$ cat config.mk
export PLATFORM = sky130hd
export DESIGN_NAME = spi_dual_rd_resp
export DESIGN_NICKNAME = d
export VERILOG_FILES = /design/src/rtl/spi_dual_pkg.sv /design/src/rtl/spi_dual_sync.sv /design/src/rtl/spi_dual_mem.sv /design/src/rtl/spi_dual_fsm.sv /design/src/rtl/spi_dual_rd_resp.sv
export SDC_FILE = /design/constraint.sdc
export NUM_CORES = 1
export LEC_CHECK = 0
export BUFFER_PORTS_ARGS = -buffer_cell sky130_fd_sc_hd__buf_2
export CAP_MARGIN = 20
export CORE_MARGIN = 2
export CORE_UTILIZATION = 40
export CTS_BUF_LIST = sky130_fd_sc_hd__clkbuf_8
export CTS_CLUSTER_SIZE = 30
export DETAILED_ROUTE_END_ITERATION = 10
export SYNTH_ARGS = -nofsm -noshare
export SYNTH_HDL_FRONTEND = slang
export SYNTH_SLANG_ARGS = --single-unit
$ cat constraint.sdc
create_clock -name clk -period 3.2 [get_ports clk]
set_clock_uncertainty 0.15 [all_clocks]
set_input_delay 0.48 -clock clk [delete_from_list [all_inputs] [get_ports clk]]
set_output_delay 0.48 -clock clk [all_outputs]
set_load 0.03 [all_outputs]
$ cat src/rtl/spi_dual_pkg.sv
package spi_dual_pkg;

  typedef enum logic [2:0] {
    PH_IDLE,
    PH_CMD,
    PH_ADDR,
    PH_DUMMY,
    PH_DATA,
    PH_SKIP
  } phase_e;

  localparam logic [7:0] DUAL_READ_OP = 8'hBB;
  localparam int         ADDR_BITS    = 24;
  localparam int         CMD_CLKS     = 8;
  localparam int         ADDR_CLKS    = ADDR_BITS / 2;
  localparam int         DUMMY_CLKS   = 4;
  localparam int         CNT_W        = 4;

  function automatic logic [7:0] fill_byte(input int unsigned idx);
    return 8'((idx * 37 + 32'h5A) % 256);
  endfunction

endpackage

$ cat src/rtl/spi_dual_sync.sv
module spi_dual_sync #(
  parameter int             W       = 4,
  parameter int             STAGES  = 2,
  parameter logic [W-1:0]   RST_VAL = '0
) (
  input  logic         clk,
  input  logic         rst,
  input  logic [W-1:0] d,
  output logic [W-1:0] q
);

  logic [W-1:0] stage_r [STAGES];

  always_ff @(posedge clk) begin
    if (rst) begin
      for (int k = 0; k < STAGES; k++) stage_r[k] <= RST_VAL;
    end else begin
      stage_r[0] <= d;
      for (int k = 1; k < STAGES; k++) stage_r[k] <= stage_r[k-1];
    end
  end

  assign q = stage_r[STAGES-1];

endmodule

$ cat src/rtl/spi_dual_mem.sv
module spi_dual_mem
  import spi_dual_pkg::*;
#(
  parameter int ADDR_W = 6
) (
  input  logic              clk,
  input  logic              rst,
  input  logic [ADDR_W-1:0] rd_idx,
  output logic [7:0]        rd_data
);

  localparam int DEPTH = 1 << ADDR_W;

  logic [7:0] cells [DEPTH];

  always_ff @(posedge clk) begin
    if (rst) begin
      for (int i = 0; i < DEPTH; i++) cells[i] <= fill_byte(i);
    end
  end

  assign rd_data = cells[rd_idx];

endmodule

$ cat src/rtl/spi_dual_fsm.sv
module spi_dual_fsm
  import spi_dual_pkg::*;
#(
  parameter int ADDR_W = 6
) (
  input  logic              clk,
  input  logic              rst,
  input  logic              cs_hi,
  input  logic              sck_rise,
  input  logic              sck_fall,
  input  logic [1:0]        din,
  output logic [ADDR_W-1:0] rd_idx,
  input  logic [7:0]        rd_data,
  output logic [1:0]        sio_out,
  output logic [1:0]        sio_oe,
  output logic              in_data,
  output logic              skipping
);

  localparam logic [CNT_W-1:0] LAST_CMD   = CNT_W'(CMD_CLKS - 1);
  localparam logic [CNT_W-1:0] LAST_ADDR  = CNT_W'(ADDR_CLKS - 1);
  localparam logic [CNT_W-1:0] LAST_DUMMY = CNT_W'(DUMMY_CLKS - 1);

  phase_e               phase;
  logic [CNT_W-1:0]     cnt;
  logic [7:0]           op_sh;
  logic [ADDR_BITS-1:0] addr_sh;
  logic [1:0]           pair;
  logic [7:0]           dsh;
  logic [7:0]           op_next;

  assign op_next = {op_sh[6:0], din[0]};

  always_ff @(posedge clk) begin
    if (rst || cs_hi) begin
      phase   <= PH_IDLE;
      cnt     <= '0;
      op_sh   <= '0;
      addr_sh <= '0;
      pair    <= '0;
      dsh     <= '0;
      sio_out <= '0;
      sio_oe  <= '0;
    end else begin
      case (phase)
        PH_IDLE: begin
          phase <= PH_CMD;
          cnt   <= '0;
        end
        PH_CMD: if (sck_rise) begin
          op_sh <= op_next;
          cnt   <= cnt + 1'b1;
          if (cnt == LAST_CMD) begin
            cnt   <= '0;
            phase <= (op_next == DUAL_READ_OP) ? PH_ADDR : PH_SKIP;
          end
        end
        PH_ADDR: if (sck_rise) begin
          addr_sh <= {addr_sh[ADDR_BITS-3:0], din[1], din[0]};
          cnt     <= cnt + 1'b1;
          if (cnt == LAST_ADDR) begin
            cnt   <= '0;
            phase <= PH_DUMMY;
          end
        end
        PH_DUMMY: if (sck_rise) begin
          cnt <= cnt + 1'b1;
          if (cnt == LAST_DUMMY) begin
            cnt   <= '0;
            pair  <= '0;
            phase <= PH_DATA;
          end
        end
        PH_DATA: if (sck_fall) begin
          sio_oe <= 2'b11;
          pair   <= pair + 1'b1;
          if (pair == 2'd0) begin
            sio_out                 <= rd_data[7:6];
            dsh                     <= {rd_data[5:0], 2'b00};
            addr_sh[ADDR_W-1:0]     <= addr_sh[ADDR_W-1:0] + 1'b1;
          end else begin
            sio_out <= dsh[7:6];
            dsh     <= {dsh[5:0], 2'b00};
          end
        end
        default: ;
      endcase
    end
  end

  assign rd_idx   = addr_sh[ADDR_W-1:0];
  assign in_data  = (phase == PH_DATA);
  assign skipping = (phase == PH_SKIP);

endmodule

$ cat src/rtl/spi_dual_rd_resp.sv
module spi_dual_rd_resp #(
  parameter int ADDR_W      = 6,
  parameter int SYNC_STAGES = 2
) (
  input  logic       clk,
  input  logic       rst,
  input  logic       cs_n,
  input  logic       sck,
  input  logic [1:0] sio_in,
  output logic [1:0] sio_out,
  output logic [1:0] sio_oe
);

  logic [3:0]        pins_s;
  logic              cs_hi;
  logic              sck_s;
  logic              sck_q;
  logic              sck_rise;
  logic              sck_fall;
  logic [1:0]        din_s;
  logic [ADDR_W-1:0] rd_idx;
  logic [7:0]        rd_data;
  logic              in_data;
  logic              skipping;

  spi_dual_sync #(
    .W       (4),
    .STAGES  (SYNC_STAGES),
    .RST_VAL (4'b1000)
  ) u_sync (
    .clk (clk),
    .rst (rst),
    .d   ({cs_n, sck, sio_in}),
    .q   (pins_s)
  );

  assign cs_hi = pins_s[3];
  assign sck_s = pins_s[2];
  assign din_s = pins_s[1:0];

  always_ff @(posedge clk) begin
    if (rst) sck_q <= 1'b0;
    else     sck_q <= sck_s;
  end

  assign sck_rise = sck_s & ~sck_q;
  assign sck_fall = ~sck_s & sck_q;

  spi_dual_fsm #(
    .ADDR_W (ADDR_W)
  ) u_fsm (
    .clk      (clk),
    .rst      (rst),
    .cs_hi    (cs_hi),
    .sck_rise (sck_rise),
    .sck_fall (sck_fall),
    .din      (din_s),
    .rd_idx   (rd_idx),
    .rd_data  (rd_data),
    .sio_out  (sio_out),
    .sio_oe   (sio_oe),
    .in_data  (in_data),
    .skipping (skipping)
  );

  spi_dual_mem #(
    .ADDR_W (ADDR_W)
  ) u_mem (
    .clk     (clk),
    .rst     (rst),
    .rd_idx  (rd_idx),
    .rd_data (rd_data)
  );

endmodule

# Word-level counts from Yosys, hierarchy flattened
# Memories as Yosys holds them, arrays and structs flattened. A register that Yosys moved wholly into a read port is not among the register bits.
# Cells that the tools add are included.
# word_totals
regBits	34
n_memories	2
inputBits	6
ramBits	520
output_inout_bits	4
wordCells	80
# op_classes
add_sub_neg	3
n_eq_ne	16
bitwise_logic	6
muxes	32
n_reduce_logical	12
# mem_list
name	words	word_bits	rd	rd_clocked_by_memory_dff	write_ports	line	source
u_mem.cells	64	8	1	1	64	spi_dual_mem.sv:14	logic [7:0] cells [DEPTH];
u_sync.stage_r	2	4	2	0	2	spi_dual_sync.sv:12	logic [W-1:0] stage_r [STAGES];
# ops
operator	n
$mux W4	8
$mux W6	5
$mux W3	7
$pmux W4 S4	1
$pmux W3 S4	1
$pmux W6 S2	1
$reduce_and A4 Y1	3
$eq A8 B8 Y1 const B	1
$mux W2	4
$mux W8	1
$ne A2 B1 Y1 const B	4
$ne A2 B2 Y1 const B	4
$reduce_and A7 Y1	1
$add A6 B1 Y6 const B	1
$eq A3 B2 Y1 const B	2
$add A4 B1 Y4 const B	1
$eq A4 B2 Y1 const B	1
$eq A4 B3 Y1 const B	1
$eq A4 B4 Y1 const B	1
$pmux W2 S2	1
$reduce_and A2 Y1	2
$reduce_bool A2 Y1	2
$reduce_bool A4 Y1	1
$eq A3 B1 Y1 const B	1
9 further kinds	14

# Logic depth before layout (Yosys ltp)
# Gate-level depths: netlist of the first run.
# An unclocked memory read counts as a cell.
# depth
ltp_word	7
mapped_depth	8

# Modules after synthesis
# Synthesis of the first run repeated with hierarchy kept, for this count alone.
# unflattened
cells_unflattened	286
hier_area_um2	2434.8
# by_module_without_submodules
module	instances	area_each_um2	cells_per_inst	seq_area_each_um2
spi_dual_fsm	1	1639.1	187	620.6
spi_dual_mem	1	516.7	75	0.0
spi_dual_sync	1	240.2	20	160.2
spi_dual_rd_resp	1	38.8	4	20.0

# Least setup slack after synthesis of the first run
# Ideal clock, no wire load.
# synth_path
path_type	register -> register
startpoint	reg with a tool-made name
endpoint	reg u_fsm.sio_out[0]
arrival_time_ns	2.068
path_stages_with_launch	8
setup_time_ns	0.071
t_required_ns	2.979
setup_slack_ns	0.912
path_buffers	0
path_cell_list	dfxtp_1 > inv_1 > ha_1 > and2b_4 > nor2_1 > mux4_2 > a311o_1 > a21oi_1
# synth_lines
element	line	source
end signal, assigned	spi_dual_fsm.sv:78	sio_out <= rd_data[7:6];
end signal, assigned	spi_dual_fsm.sv:82	sio_out <= dsh[7:6];
end, declared	spi_dual_fsm.sv:14	output logic [1:0] sio_out,

==> metrics, run 1 <==
status=finished, final reports clean; initial antenna violation count=0; initial core utilization=41.4%; Final setup violation count=0; via count=2,022; Leakage Power=0.888 nW; routed len/inst=13.2 µm; Total Routed Length=4890 µm; peak supply drop=0.233 mV; Final min period=2.49 ns; die area=6770 µm²; dpl hpwl=3490 µm; vias per cell=5.45; # diodes=0; RSZ-0062 raised after global routing=no; fin crit share=77.8%; Final nets=310; total grt overflow=0; Synth Area in XOR/XNOR=0%; overall power=0.955 mW; Hold WC Path Type=input pin to flip-flop; first-pass GRT wire length=8480 µm; Slew Limit Fails=0; Hold Slack=0.221 ns; Mapped Cells=296; Place WS=0.721 ns; Synth Area in Compound Gates=18.8%; YS warnings=0; Final WS setup=0.709 ns; row count=28; Core Util, Final=43.9%; total CTS buffers=5; ys async rst share=0%; main combinational cell family by area after synthesis=simple AND/OR/NAND/NOR gates; GP Congestion=0.893; synthesis-stage register bit count=46; top_reg_cell synth=dfxtp_1; P&R area growth vs syn=6.03%; first-iteration detailed-routing DRC count=108; Avg Inst Size Synth=8.28 µm²; IO buf count=9; most frequent cells in the layout=dfxtp_1, nor2_1, nand2_1; clk root buf=clkbuf_8; vias in the first global route=1,819; Max Cap Viol=0; htree depth=2; setup bufs post-CTS=0; # clock sinks=46; GR Util All Layers=16.0%; clock-pin transition on the worst setup and hold timing paths=0.08 ns; Setup CP Type=flip-flop to flip-flop; setup TNS=0 ns; number of enable flip-flop cells after synthesis=0; Synth Area in Simple Gates=27.5%; detailed-route DRC error count=0; area of the core=5920 µm²; Synth cell types=59; largest net degree at the start of global routing=30; Hold Buf Count CTS=0; sequential area share after synthesis=37.6%; pwr dens=368 nW/µm²; Worst Setup End Kind=flip-flop; mux share of post-synthesis cell area=6.28%; CTS tree=built; Max Clk Rate=401 MHz; Synth Area in Adders=4.60%; Clock Tree Buf Depth=2; Synth Net Count=311; final hold vios=0; Gates resized, CTS repair=0; final antenna-violating net count=0; CP required=3.27 ns; Ports=10; share of post-route cells with drive strength above 1=9.80%; Syn Std Cell Area=2450 µm²; commonest non-fill, non-tap cell in the layout=dfxtp_1; Data arrival, critical path=2.57 ns; Worst-Skew Late Latency=0.29 ns; crit path launch type=flip-flop; Crit Path Max Fanout=9; Die Y=82.3 µm; max_slew headroom=46.6%; Pre-antenna DRT Iters=4; Die X=82.3 µm; actual slew at the worst max-slew pin=0.800 ns
## area by class of cell
type,instances,area (µm²)
Fill cell,586,3320
Multi-Input combinational cell,222,1400
Clock inverter,2,8.76
Sequential cell,46,921
Tap cell,75,93.8
Clock buffer,6,82.6
Timing Repair Buffer,10,52.6
Inverter,10,37.5
## through the flow
stage | cells | cell area [µm²]
after global routing | 371 | 2600
after CTS | 371 | 2600
after floorplan | 296 | 2450
after detailed placement | 363 | 2510
after global placement | 363 | 2510
final | 371 | 2600
## cell usage after synthesis, types with 4 or more instances
library cell / count / share of area [%]
ha_1: 9 / 4.6
or2_2: 4 / 1.0
nand2b_1: 8 / 2.0
dfxtp_1: 46 / 38
a21oi_1: 21 / 4.3
and2_1: 4 / 1.0
nor2_1: 35 / 5.4
nand3_1: 8 / 1.6
clkbuf_1: 9 / 1.4
nor2b_1: 14 / 3.6
o21ai_0: 14 / 2.9
a31oi_1: 4 / 1.0
buf_2: 6 / 1.2
inv_1: 9 / 1.4
mux2i_1: 12 / 4.9
nand2_1: 27 / 4.1
nor3_1: 8 / 1.6
## worst paths after layout
path,slack [ns],end,cells after the start,from
max,0.71,u_fsm.sio_out[0]$_SDFFE_PP0P_,7,flip-flop
min,0.22,u_sync.stage_r[0][3]$_SDFF_PP1_,2,cs_n
max reg2reg,0.71,u_fsm.sio_out[0]$_SDFFE_PP0P_,7,flip-flop
min reg2reg,0.27,u_sync.stage_r[0][7]$_SDFF_PP1_,1,u_sync.stage_r[0][3]$_SDFF_PP1_
## worst max-delay path, stage by stage, from the launching register on
cell     delay, ns
dfxtp_1       0.50
inv_1         0.15
ha_1          0.36
and2b_4       0.29
nor2_1        0.05
mux4_2        0.46
a311o_1       0.35
a21oi_1       0.13
## metal layers
layer / up-vias / part of all wire [%] / track usage (%)
met1: 927 / 50 / 21.7
met5: - / 0 / 0
li1: 1052 / - / -
met2: 36 / 45 / 25.0
met4: 0 / 1.6 / 5.00
met3: 7 / 3.4 / 3.80
## power breakdown
group | leakage, nW | switching, mW | total (mW) | internal (mW)
combinational | 0.463 | 0.0127 | 0.0223 | 0.00962
sequential | 0.372 | 0.00344 | 0.581 | 0.577
clock | 0.0524 | 0.181 | 0.352 | 0.171
total | 0.888 | 0.197 | 0.955 | 0.758
## cell families after synthesis
family          Yosys count
fa+ha+maj                 9
flops                    46
buf+inv                  28
simple gates            129
compound gates           70
mux                      14
Power figures use the tool's default switching activity.
==> run 2: changes to the inputs <==
==> constraint.sdc (replaced) <==
create_clock -name clk -period 2.2 [get_ports clk]
set_clock_uncertainty 0.15 [all_clocks]
set_input_delay 0.33 -clock clk [delete_from_list [all_inputs] [get_ports clk]]
set_output_delay 0.33 -clock clk [all_outputs]
set_load 0.03 [all_outputs]
==> metrics, run 2 (synthesized netlist as in run 1, its figures left out) <==
status=finished, final reports clean; Final min period=2.09 ns; Switching Share=22.9%; max_slew headroom=61.3%; internal power=1.08 mW; dpl hpwl=3590 µm; peak supply drop=0.314 mV; Die X=82.3 µm; setup TNS=0 ns; sequential power share=60.2%; vias per cell=5.42; overall power=1.40 mW; RSZ-0062 raised after global routing=no; Ports=10; GR Util All Layers=16.1%; GP Congestion=0.951; clk root buf=clkbuf_8; Max Cap Viol=0; min-delay src=cs_n; share of post-route cells with drive strength above 1=15.6%; Slew Limit Fails=0; reg2reg setup slack=0.11 ns; Pre-antenna DRT Iters=4; initial core utilization=41.4%; Design Area, Final=2710 µm²; Crit Path Max Fanout=5; launch instance of the worst register-to-register path=u_mem.rd_data[0]$_SDFF_PP0_; first-iteration detailed-routing DRC count=167; Logic pwr share=2.4%; clock-pin transition on the worst setup and hold timing paths=0.09 ns; die area=6770 µm²; CTS tree=built; Setup CP Type=flip-flop to flip-flop; htree depth=2; # diodes=0; crit path launch type=flip-flop; commonest non-fill, non-tap cell in the layout=dfxtp_1; CP required=2.28 ns; Max Clk Rate=478 MHz; Hold WC Path Type=input pin to flip-flop; # clock sinks=46; fin crit share=95.1%; CP Launch Point=u_mem.rd_data[0]$_SDFF_PP0_; vias in the first global route=1,853; detailed-route DRC error count=0; row count=28; Data arrival, critical path=2.17 ns; Final setup violation count=0; Final nets=322; P&R area growth vs syn=10.6%; placed instance area=2610 µm²; total grt overflow=0; total CTS buffers=5; final antenna-violating net count=0; Worst-Skew Late Latency=0.30 ns; Clock Tree Buf Depth=2; actual slew at the worst max-slew pin=0.580 ns; Total Routed Length=5010 µm; pwr dens=518 nW/µm²; largest net degree at the start of global routing=30; final hold vios=0; first-pass GRT wire length=8460 µm; area of the core=5920 µm²; IO buf count=9; Switch Pwr=0.321 mW; most frequent cells in the layout=dfxtp_1, nor2_1, nand2_1; routed len/inst=13.1 µm; Die Y=82.3 µm; via count=2,077; initial antenna violation count=0; Leakage Power=0.940 nW; Clk network pwr share=37.4%; Worst Setup End Kind=flip-flop
run 2: worst paths after layout:
path / endpoint / cells past startpoint
worst max-delay path: u_fsm.sio_out[0]$_SDFFE_PP0P_ / 7
worst max register to register: u_fsm.sio_out[0]$_SDFFE_PP0P_ / 7
worst min-delay path: u_sync.stage_r[0][3]$_SDFF_PP1_ / 2
worst min register to register: u_sync.stage_r[0][7]$_SDFF_PP1_ / 1
run 2: final cells by class:
cell class	count	area [µm²]
Fill cell	573	3210
Multi-Input combinational cell	222	1420
Sequential cell	46	925
Timing Repair Buffer	22	143
Tap cell	75	93.8
Clock buffer	5	68.8
Inverter	10	37.5
Clock inverter	3	23.8
run 2: repair_timing:
| action | CTS | global route |
|---|---|---|
| buffers inserted | 0 | 0 |
| resized for setup | 1 | 2 |
| pin swaps | 0 | 2 |
| hold buffers | 0 | 0 |
| endpoints found under the setup margin | 1 | 3 |
run 2: critical path: stages, from the launching register on:
cell and delay, ns:
dfxtp_2 0.34, inv_2 0.06, ha_4 0.25, and2b_4 0.26
nor2_1 0.05, mux4_2 0.48, a311o_1 0.33, a21oi_2 0.10
run 2: through the flow:
stage	std cells	setup WS (ns)	hold WS, ns	util [%]
2_1_floorplan	296	0.0787	0.239	-
3_3_place_gp	375	0.0840	0.245	44.1
3_5_place_dp	375	0.0363	0.263	44.1
4_1_cts	383	0.0464	0.0478	45.7
5_1_grt	383	0.00138	0.0527	45.8
6_report	383	0.108	0.0546	45.8
run 2: per-layer routing:
| metal | vias to the layer above | wire length, µm | global-route usage, % |
|---|---|---|---|
| li1 | 1073 | - | - |
| met2 | 48 | 2200 | 25.0 |
| met5 | - | 0 | 0 |
| met3 | 8 | 187 | 2.93 |
| met4 | 0 | 89 | 5.50 |
| met1 | 948 | 2540 | 22.5 |
run 2: power by group through the flow:
stage	Sequential (mW)	Clock [mW]	Combinational, mW
finish	0.845	0.524	0.0334
global route	0.847	0.580	0.0377
CTS	0.845	0.551	0.0337
detailed placement	0.865	0	0.0337
global placement	0.864	0	0.0333
floorplan	0.862	0	0.0258
